**config.mk**
```make
export PLATFORM = sky130hd
export DESIGN_NAME = alu8_core
export DESIGN_NICKNAME = d
export VERILOG_FILES = /design/src/rtl/alu8_pkg.sv /design/src/rtl/alu8_addsub.sv /design/src/rtl/alu8_muldiv.sv /design/src/rtl/alu8_shift.sv /design/src/rtl/alu8_logic.sv /design/src/rtl/alu8_core.sv
export SDC_FILE = /design/constraint.sdc
export NUM_CORES = 1
export LEC_CHECK = 0
export BUFFER_PORTS_ARGS = -buffer_cell sky130_fd_sc_hd__buf_2
export CAP_MARGIN = 15
export CORE_MARGIN = 2
export CORE_UTILIZATION = 70
export CTS_BUF_LIST = sky130_fd_sc_hd__clkbuf_16
export DETAILED_ROUTE_END_ITERATION = 8
export PLACE_DENSITY = 0.9
export SETUP_SLACK_MARGIN = 0.1
export SYNTH_ARGS = -nofsm -noshare
export SYNTH_HDL_FRONTEND = slang
export SYNTH_SLANG_ARGS = --single-unit
```
**constraint.sdc**
```tcl
create_clock -name clk -period 45.1 [get_ports clk]
set_input_delay 2.255 -clock clk [delete_from_list [all_inputs] [get_ports clk]]
set_output_delay 2.255 -clock clk [all_outputs]
set_load 0.005 [all_outputs]
```
**src/rtl/alu8_pkg.sv**
```systemverilog
package alu8_pkg;
    localparam int DW  = 8;
    localparam int OPW = 4;
    localparam int FW  = 8;

    localparam int FLG_Z = 0;
    localparam int FLG_N = 1;
    localparam int FLG_C = 2;
    localparam int FLG_V = 3;

    localparam logic [OPW-1:0] OP_ADD = 4'b0100;
    localparam logic [OPW-1:0] OP_SUB = 4'b0101;
    localparam logic [OPW-1:0] OP_MUL = 4'b0110;
    localparam logic [OPW-1:0] OP_DIV = 4'b0111;
    localparam logic [OPW-1:0] OP_SHL = 4'b1000;
    localparam logic [OPW-1:0] OP_SHR = 4'b1001;
    localparam logic [OPW-1:0] OP_NOT = 4'b1010;
    localparam logic [OPW-1:0] OP_AND = 4'b1011;
    localparam logic [OPW-1:0] OP_XOR = 4'b1100;
    localparam logic [OPW-1:0] OP_OR  = 4'b1101;

    typedef struct packed {
        logic [DW-1:0] res;
        logic          c;
        logic          v;
    } unit_out_t;

    typedef struct packed {
        logic [DW-1:0] result;
        logic [FW-1:0] flags;
    } alu_state_t;

    function automatic logic is_alu_op(input logic [OPW-1:0] op);
        return (op >= OP_ADD) && (op <= OP_OR);
    endfunction
endpackage

```
**src/rtl/alu8_addsub.sv**
```systemverilog
module alu8_addsub
    import alu8_pkg::*;
#(
    parameter int W = DW
) (
    input  logic [W-1:0] a_i,
    input  logic [W-1:0] b_i,
    input  logic         sub_i,
    output logic [W-1:0] res_o,
    output logic         c_o,
    output logic         v_o
);
    logic [W-1:0] b_eff;
    logic [W:0]   sum_w;

    always_comb begin
        b_eff = sub_i ? ~b_i : b_i;
        sum_w = {1'b0, a_i} + {1'b0, b_eff} + {{W{1'b0}}, sub_i};
        res_o = sum_w[W-1:0];
        // borrow is the inverse of the carry out when subtracting
        c_o   = sub_i ? ~sum_w[W] : sum_w[W];
        v_o   = (a_i[W-1] == b_eff[W-1]) && (sum_w[W-1] != a_i[W-1]);
    end
endmodule

```
**src/rtl/alu8_muldiv.sv**
```systemverilog
module alu8_muldiv
    import alu8_pkg::*;
#(
    parameter int W = DW
) (
    input  logic [W-1:0] a_i,
    input  logic [W-1:0] b_i,
    input  logic         div_i,
    output logic [W-1:0] res_o,
    output logic         c_o,
    output logic         v_o
);
    localparam int PW = 2 * W;

    logic [PW-1:0] prod_w;
    logic [W-1:0]  quot_w;
    logic [W:0]    rem_w;

    always_comb begin
        prod_w = {{W{1'b0}}, a_i} * {{W{1'b0}}, b_i};
    end

    // unrolled restoring division, one compare/subtract per quotient bit
    always_comb begin
        rem_w  = '0;
        quot_w = '0;
        for (int i = W - 1; i >= 0; i--) begin
            rem_w = {rem_w[W-1:0], a_i[i]};
            if (rem_w >= {1'b0, b_i}) begin
                rem_w     = rem_w - {1'b0, b_i};
                quot_w[i] = 1'b1;
            end
        end
    end

    always_comb begin
        if (div_i) begin
            res_o = (b_i == '0) ? {W{1'b1}} : quot_w;
            c_o   = 1'b0;
            v_o   = (b_i == '0);
        end else begin
            res_o = prod_w[W-1:0];
            c_o   = |prod_w[PW-1:W];
            v_o   = 1'b0;
        end
    end
endmodule

```
**src/rtl/alu8_shift.sv**
```systemverilog
module alu8_shift
    import alu8_pkg::*;
#(
    parameter int W = DW
) (
    input  logic [W-1:0] a_i,
    input  logic [W-1:0] amt_i,
    input  logic         right_i,
    output logic [W-1:0] res_o,
    output logic         c_o
);
    localparam int SW = $clog2(W) + 1;   // enough bits to hold amounts 0..W
    localparam int XW = 2 * W;

    logic           big;
    logic [SW-1:0]  amt_s;
    logic [XW-1:0]  ext_l;
    logic [XW-1:0]  ext_r;

    always_comb begin
        big   = (amt_i > W[W-1:0]);
        amt_s = big ? '0 : amt_i[SW-1:0];
        ext_l = {{W{1'b0}}, a_i} << amt_s;
        ext_r = {a_i, {W{1'b0}}} >> amt_s;
        if (big) begin
            res_o = '0;
            c_o   = 1'b0;
        end else if (right_i) begin
            res_o = ext_r[XW-1:W];
            c_o   = (amt_s != '0) && ext_r[W-1];
        end else begin
            res_o = ext_l[W-1:0];
            c_o   = (amt_s != '0) && ext_l[W];
        end
    end
endmodule

```
**src/rtl/alu8_logic.sv**
```systemverilog
module alu8_logic
    import alu8_pkg::*;
#(
    parameter int W = DW
) (
    input  logic [W-1:0]   a_i,
    input  logic [W-1:0]   b_i,
    input  logic [OPW-1:0] op_i,
    output logic [W-1:0]   res_o
);
    always_comb begin
        unique case (op_i)
            OP_AND:  res_o = a_i & b_i;
            OP_XOR:  res_o = a_i ^ b_i;
            OP_OR:   res_o = a_i | b_i;
            default: res_o = ~a_i;
        endcase
    end
endmodule

```
**src/rtl/alu8_core.sv**
```systemverilog
module alu8_core
    import alu8_pkg::*;
(
    input  logic          clk,
    input  logic          rst_n,
    input  logic          exec_i,
    input  logic [3:0]    opcode_i,
    input  logic [7:0]    opa_i,
    input  logic [7:0]    opb_i,
    output logic [7:0]    result_o,
    output logic [7:0]    flags_o
);
    logic [DW-1:0] as_res, md_res, sh_res, lg_res;
    logic          as_c, as_v, md_c, md_v, sh_c;
    unit_out_t     sel_d;
    alu_state_t    st_d, st_q;
    logic          fire_d;

    alu8_addsub #(.W(DW)) u_addsub (
        .a_i(opa_i), .b_i(opb_i), .sub_i(opcode_i == OP_SUB),
        .res_o(as_res), .c_o(as_c), .v_o(as_v)
    );

    alu8_muldiv #(.W(DW)) u_muldiv (
        .a_i(opa_i), .b_i(opb_i), .div_i(opcode_i == OP_DIV),
        .res_o(md_res), .c_o(md_c), .v_o(md_v)
    );

    alu8_shift #(.W(DW)) u_shift (
        .a_i(opa_i), .amt_i(opb_i), .right_i(opcode_i == OP_SHR),
        .res_o(sh_res), .c_o(sh_c)
    );

    alu8_logic #(.W(DW)) u_logic (
        .a_i(opa_i), .b_i(opb_i), .op_i(opcode_i), .res_o(lg_res)
    );

    always_comb begin
        fire_d = exec_i && is_alu_op(opcode_i);
        unique case (opcode_i)
            OP_ADD, OP_SUB: sel_d = '{res: as_res, c: as_c, v: as_v};
            OP_MUL, OP_DIV: sel_d = '{res: md_res, c: md_c, v: md_v};
            OP_SHL, OP_SHR: sel_d = '{res: sh_res, c: sh_c, v: 1'b0};
            default:        sel_d = '{res: lg_res, c: 1'b0, v: 1'b0};
        endcase

        st_d = st_q;
        if (fire_d) begin
            st_d.result       = sel_d.res;
            st_d.flags        = '0;
            st_d.flags[FLG_Z] = (sel_d.res == '0);
            st_d.flags[FLG_N] = sel_d.res[DW-1];
            st_d.flags[FLG_C] = sel_d.c;
            st_d.flags[FLG_V] = sel_d.v;
        end
    end

    always_ff @(posedge clk) begin
        if (!rst_n) st_q <= '0;
        else        st_q <= st_d;
    end

    assign result_o = st_q.result;
    assign flags_o  = st_q.flags;

    AST_HOLD_IDLE: assert property (@(posedge clk) disable iff (!rst_n)
        !(exec_i && is_alu_op(opcode_i)) |=> $stable(result_o) && $stable(flags_o));
    AST_ZN_MATCH: assert property (@(posedge clk) disable iff (!rst_n)
        (exec_i && is_alu_op(opcode_i)) |=> (flags_o[0] == (result_o == 8'h00)) && (flags_o[1] == result_o[7]));
    AST_RSVD_CLEAR: assert property (@(posedge clk) disable iff (!rst_n)
        (exec_i && is_alu_op(opcode_i)) |=> (flags_o[7:4] == 4'h0));
    AST_DIV_ZERO: assert property (@(posedge clk) disable iff (!rst_n)
        (exec_i && opcode_i == OP_DIV && opb_i == 8'h00) |=> (result_o == 8'hFF) && flags_o[3] && !flags_o[2]);
    AST_MUL_NO_OVF: assert property (@(posedge clk) disable iff (!rst_n)
        (exec_i && opcode_i == OP_MUL) |=> !flags_o[3]);
    AST_LOGIC_NO_CV: assert property (@(posedge clk) disable iff (!rst_n)
        (exec_i && opcode_i >= OP_NOT && opcode_i <= OP_OR) |=> (flags_o[3:2] == 2'b00));
    AST_SHIFT_WIDE: assert property (@(posedge clk) disable iff (!rst_n)
        (exec_i && (opcode_i == OP_SHL || opcode_i == OP_SHR) && opb_i >= 8'd8) |=> (result_o == 8'h00) && !flags_o[3]);
endmodule

```
==> out/metrics.yaml <==
die_h_um: 104.5
overflow: 0
status: "finished clean"
synthTopCellsByCount: "124 x ha_1, 107 x nor2_1, 91 x inv_1"
die_w_um: 104.5
grt_max_degree: 40
crit_path_end_kind: "register"
critical_path.startpoint_type: "input pin"
slowest_delay_ns: 0.73
synth_largest_area_cell: "ha_1"
cts.path.max_buffers: 2
nNetsFinal: 1140
gp_congestion: 1.016
clk_latency_ns: 0.23
multi_input_area_sq_um: 6324
synthMuxAreaShare: 0.05994
synth_xor_area_frac: 0.05817
peakVddDrop_mv: 0.03494
seq_area_frac_synth: 0.03112
cts_tree: "yes"
crit_path_frequent_cell: "o21ai_0"
p_leak_uw: 0.003598
yosys.cell_types.count: 71
ys_warn_count: 0
grt_pass1_wl_um: 33490
hp-class: "reg2reg"
wl_per_cell_um: 18.72
core_sq_um: 9774
synth_edf_count: 0
crit_type: "in2reg"
pin_count: 39
synthArstFlopShare: 0
power.total_uw: 236.2
drc: 0
first_global_vias: 6969
drive_gt1_frac: 0.08008
use_met2: 0.6214
vias: 7221
max_freq_ghz: 0.04894
area_growth_pct: 4.491
finalHoldViolations: 0
totalWireLength_um: 20260
crit_slowest_cell: "o41ai_1"
clk_pin_slew_worst_paths_ns: 0.04
drv_slew: 0
cts_sinks: 11
cts_hold_buf: 0
switchingPower_uw: 123.1
fin_tns_setup_ns: 0
cts_resized: 0
synth_area_leaders: "ha_1 22%, fa_1 12%, nor2_1 5.7%"
synth_flop_cell: "dfxtp_1"
cp.arrival_ns: 20.58
grt_usage: 0.3723
yosys.cell_count.top_type: "ha_1"
cts_inserted_buffers: 3
reg2reg_slack_ns: 44.34
antennaDiodeCount: 0
final-setup-viol-count: 0
antenna_found_initial: 0
regArea_sq_um: 220.2
synth-simple-area-share: 0.1947
switching_share: 0.5212
p_per_area_nw_per_um2: 31.94
max_cap_viol_count: 0
io_buffers: 34
rsz0062_at_grt: "no"
detail-route-antenna-nets: 0
worstPathRequired_ns: 45.25
post-route-period-util: 0.4530
p_clk_frac: 0.066
synth_compound_area_frac: 0.2369
synth_adder_area_share: 0.3409
detail_route.first_pass.iterations: 6
finClkSkew_ns: 0
ys_ff_latch: 11
syn-cell-area_sq_um: 7077
relSlewSlack: 0.2919
fin_crit_ns: 20.43
seqPwrFrac: 0.046
num-fill-cells: 751
drtIter0Drc: 755
rows: 36
combPwrFrac: 0.888
h-tree-depth: 1
cp_max_fo: 12
synth_top_family_by_area: "adder cells"
dp_hpwl_um: 15610
grt_most_used_layer: "met2"
worst_pin_slew_ns: 1.062
synth_top_area_frac: 0.2192
initial_utilization: 0.7240
grtUsageMet1: 0.4709
syn_area_per_cell_sq_um: 7.553
post_cts_buffers: 0
internal-power_uw: 113.1
dieArea_sq_um: 10930
grt_util_met3: 0.06238
synth_cells: 937
clock-root-buffer: "clkbuf_16"
vias_per_cell: 6.674
## power by group through the flow
stage	clock, uW	sequential [uW]	combinational, uW
2_1_floorplan	0	11.0	163
4_1_cts	15.7	10.8	207
3_5_place_dp	0	10.9	205
6_report	15.6	10.8	210
5_1_grt	16.2	10.8	237
3_3_place_gp	0	10.9	200
## stage by stage
| step | std cells | instance area (sq um) | setup slack, ns | util | hold WS [ns] |
|---|---|---|---|---|---|
| 2_1_floorplan | 940 | 7088 | 26.81 | - | 0.4613 |
| 6_report | 1082 | 7395 | 24.67 | 0.7565 | 0.4866 |
| 3_5_place_dp | 1078 | 7316 | 24.67 | 0.7485 | 0.4666 |
| 3_3_place_gp | 1078 | 7316 | 25.47 | 0.7485 | 0.4681 |
| 5_1_grt | 1082 | 7395 | 22.67 | 0.7565 | 0.5062 |
| 4_1_cts | 1082 | 7395 | 24.85 | 0.7565 | 0.4854 |
## worst paths after layout
path | start | endpoint | cells after the start
min | flags_o[0] | flags_o[0] | 2
max reg2reg | flags_o[2] | flags_o[2] | 4
max | opa_i[7] | flags_o[0] | 80
min reg2reg | flags_o[0] | flags_o[0] | 2
## cells by family (layout without fill, tap and decap cells)
family	count (synthesis)	count (layout)
and+or+nand+nor	286	286
adders and majority gates	167	167
muxes	39	39
AOI/OAI and AO/OA	248	248
buffers and inverters	138	147
other	1	4
xor gates and xnor gates	47	47
DFF	11	11
## metal layers
layer / vias up / share of wire
met1: 3295 / 0.40
li1: 3358 / -
met4: 0 / 0.046
met5: - / 0
met3: 96 / 0.11
met2: 472 / 0.45
## cells in the final DEF, fill, tap and decap left out, types with 7 or more instances in the layout
| cell type | instances |
|---|---|
| dfxtp_1 | 11 |
| a21o_1 | 10 |
| o31ai_1 | 9 |
| inv_1 | 92 |
| nand4_1 | 12 |
| and2_1 | 10 |
| nor3_1 | 19 |
| nand3_1 | 13 |
| or3_1 | 10 |
| nor2_1 | 107 |
| a211oi_1 | 8 |
| a221oi_1 | 8 |
| buf_2 | 34 |
| a21oi_1 | 55 |
| nor2b_1 | 19 |
| nand2_1 | 54 |
| mux2i_1 | 21 |
| nand2b_1 | 19 |
| o21ai_0 | 64 |
| o21a_1 | 13 |
| o211a_1 | 7 |
| ha_1 | 124 |
| xnor2_1 | 36 |
| mux2_2 | 17 |
| clkinv_1 | 10 |
| fa_1 | 43 |
| buf_4 | 7 |
| a31oi_1 | 7 |
| xor2_1 | 11 |
## final cells by class
type / count / share of cell area
repair buffers: 41 / 0.03012
multi-input cells: 791 / 0.8552
clock inverters: 1 / 0.0005076
well taps: 133 / 0.02250
inverters: 102 / 0.05178
flip-flops and latches: 11 / 0.02978
clock buffers: 3 / 0.01015
## state kept, by name (all words and copies together) (netlist names)
signal    flops
flags_o       4
result_o      7
## critical path: cells and delay by family
family,cells,cell delay (ns)
AO/OA/AOI/OAI,40,10.95
AND/OR/NAND/NOR,18,2.90
adder cells (fa/ha/maj),9,2.43
buffers and inverters,11,1.39
multiplexers,2,0.66
Power figures use the tool's default switching activity.
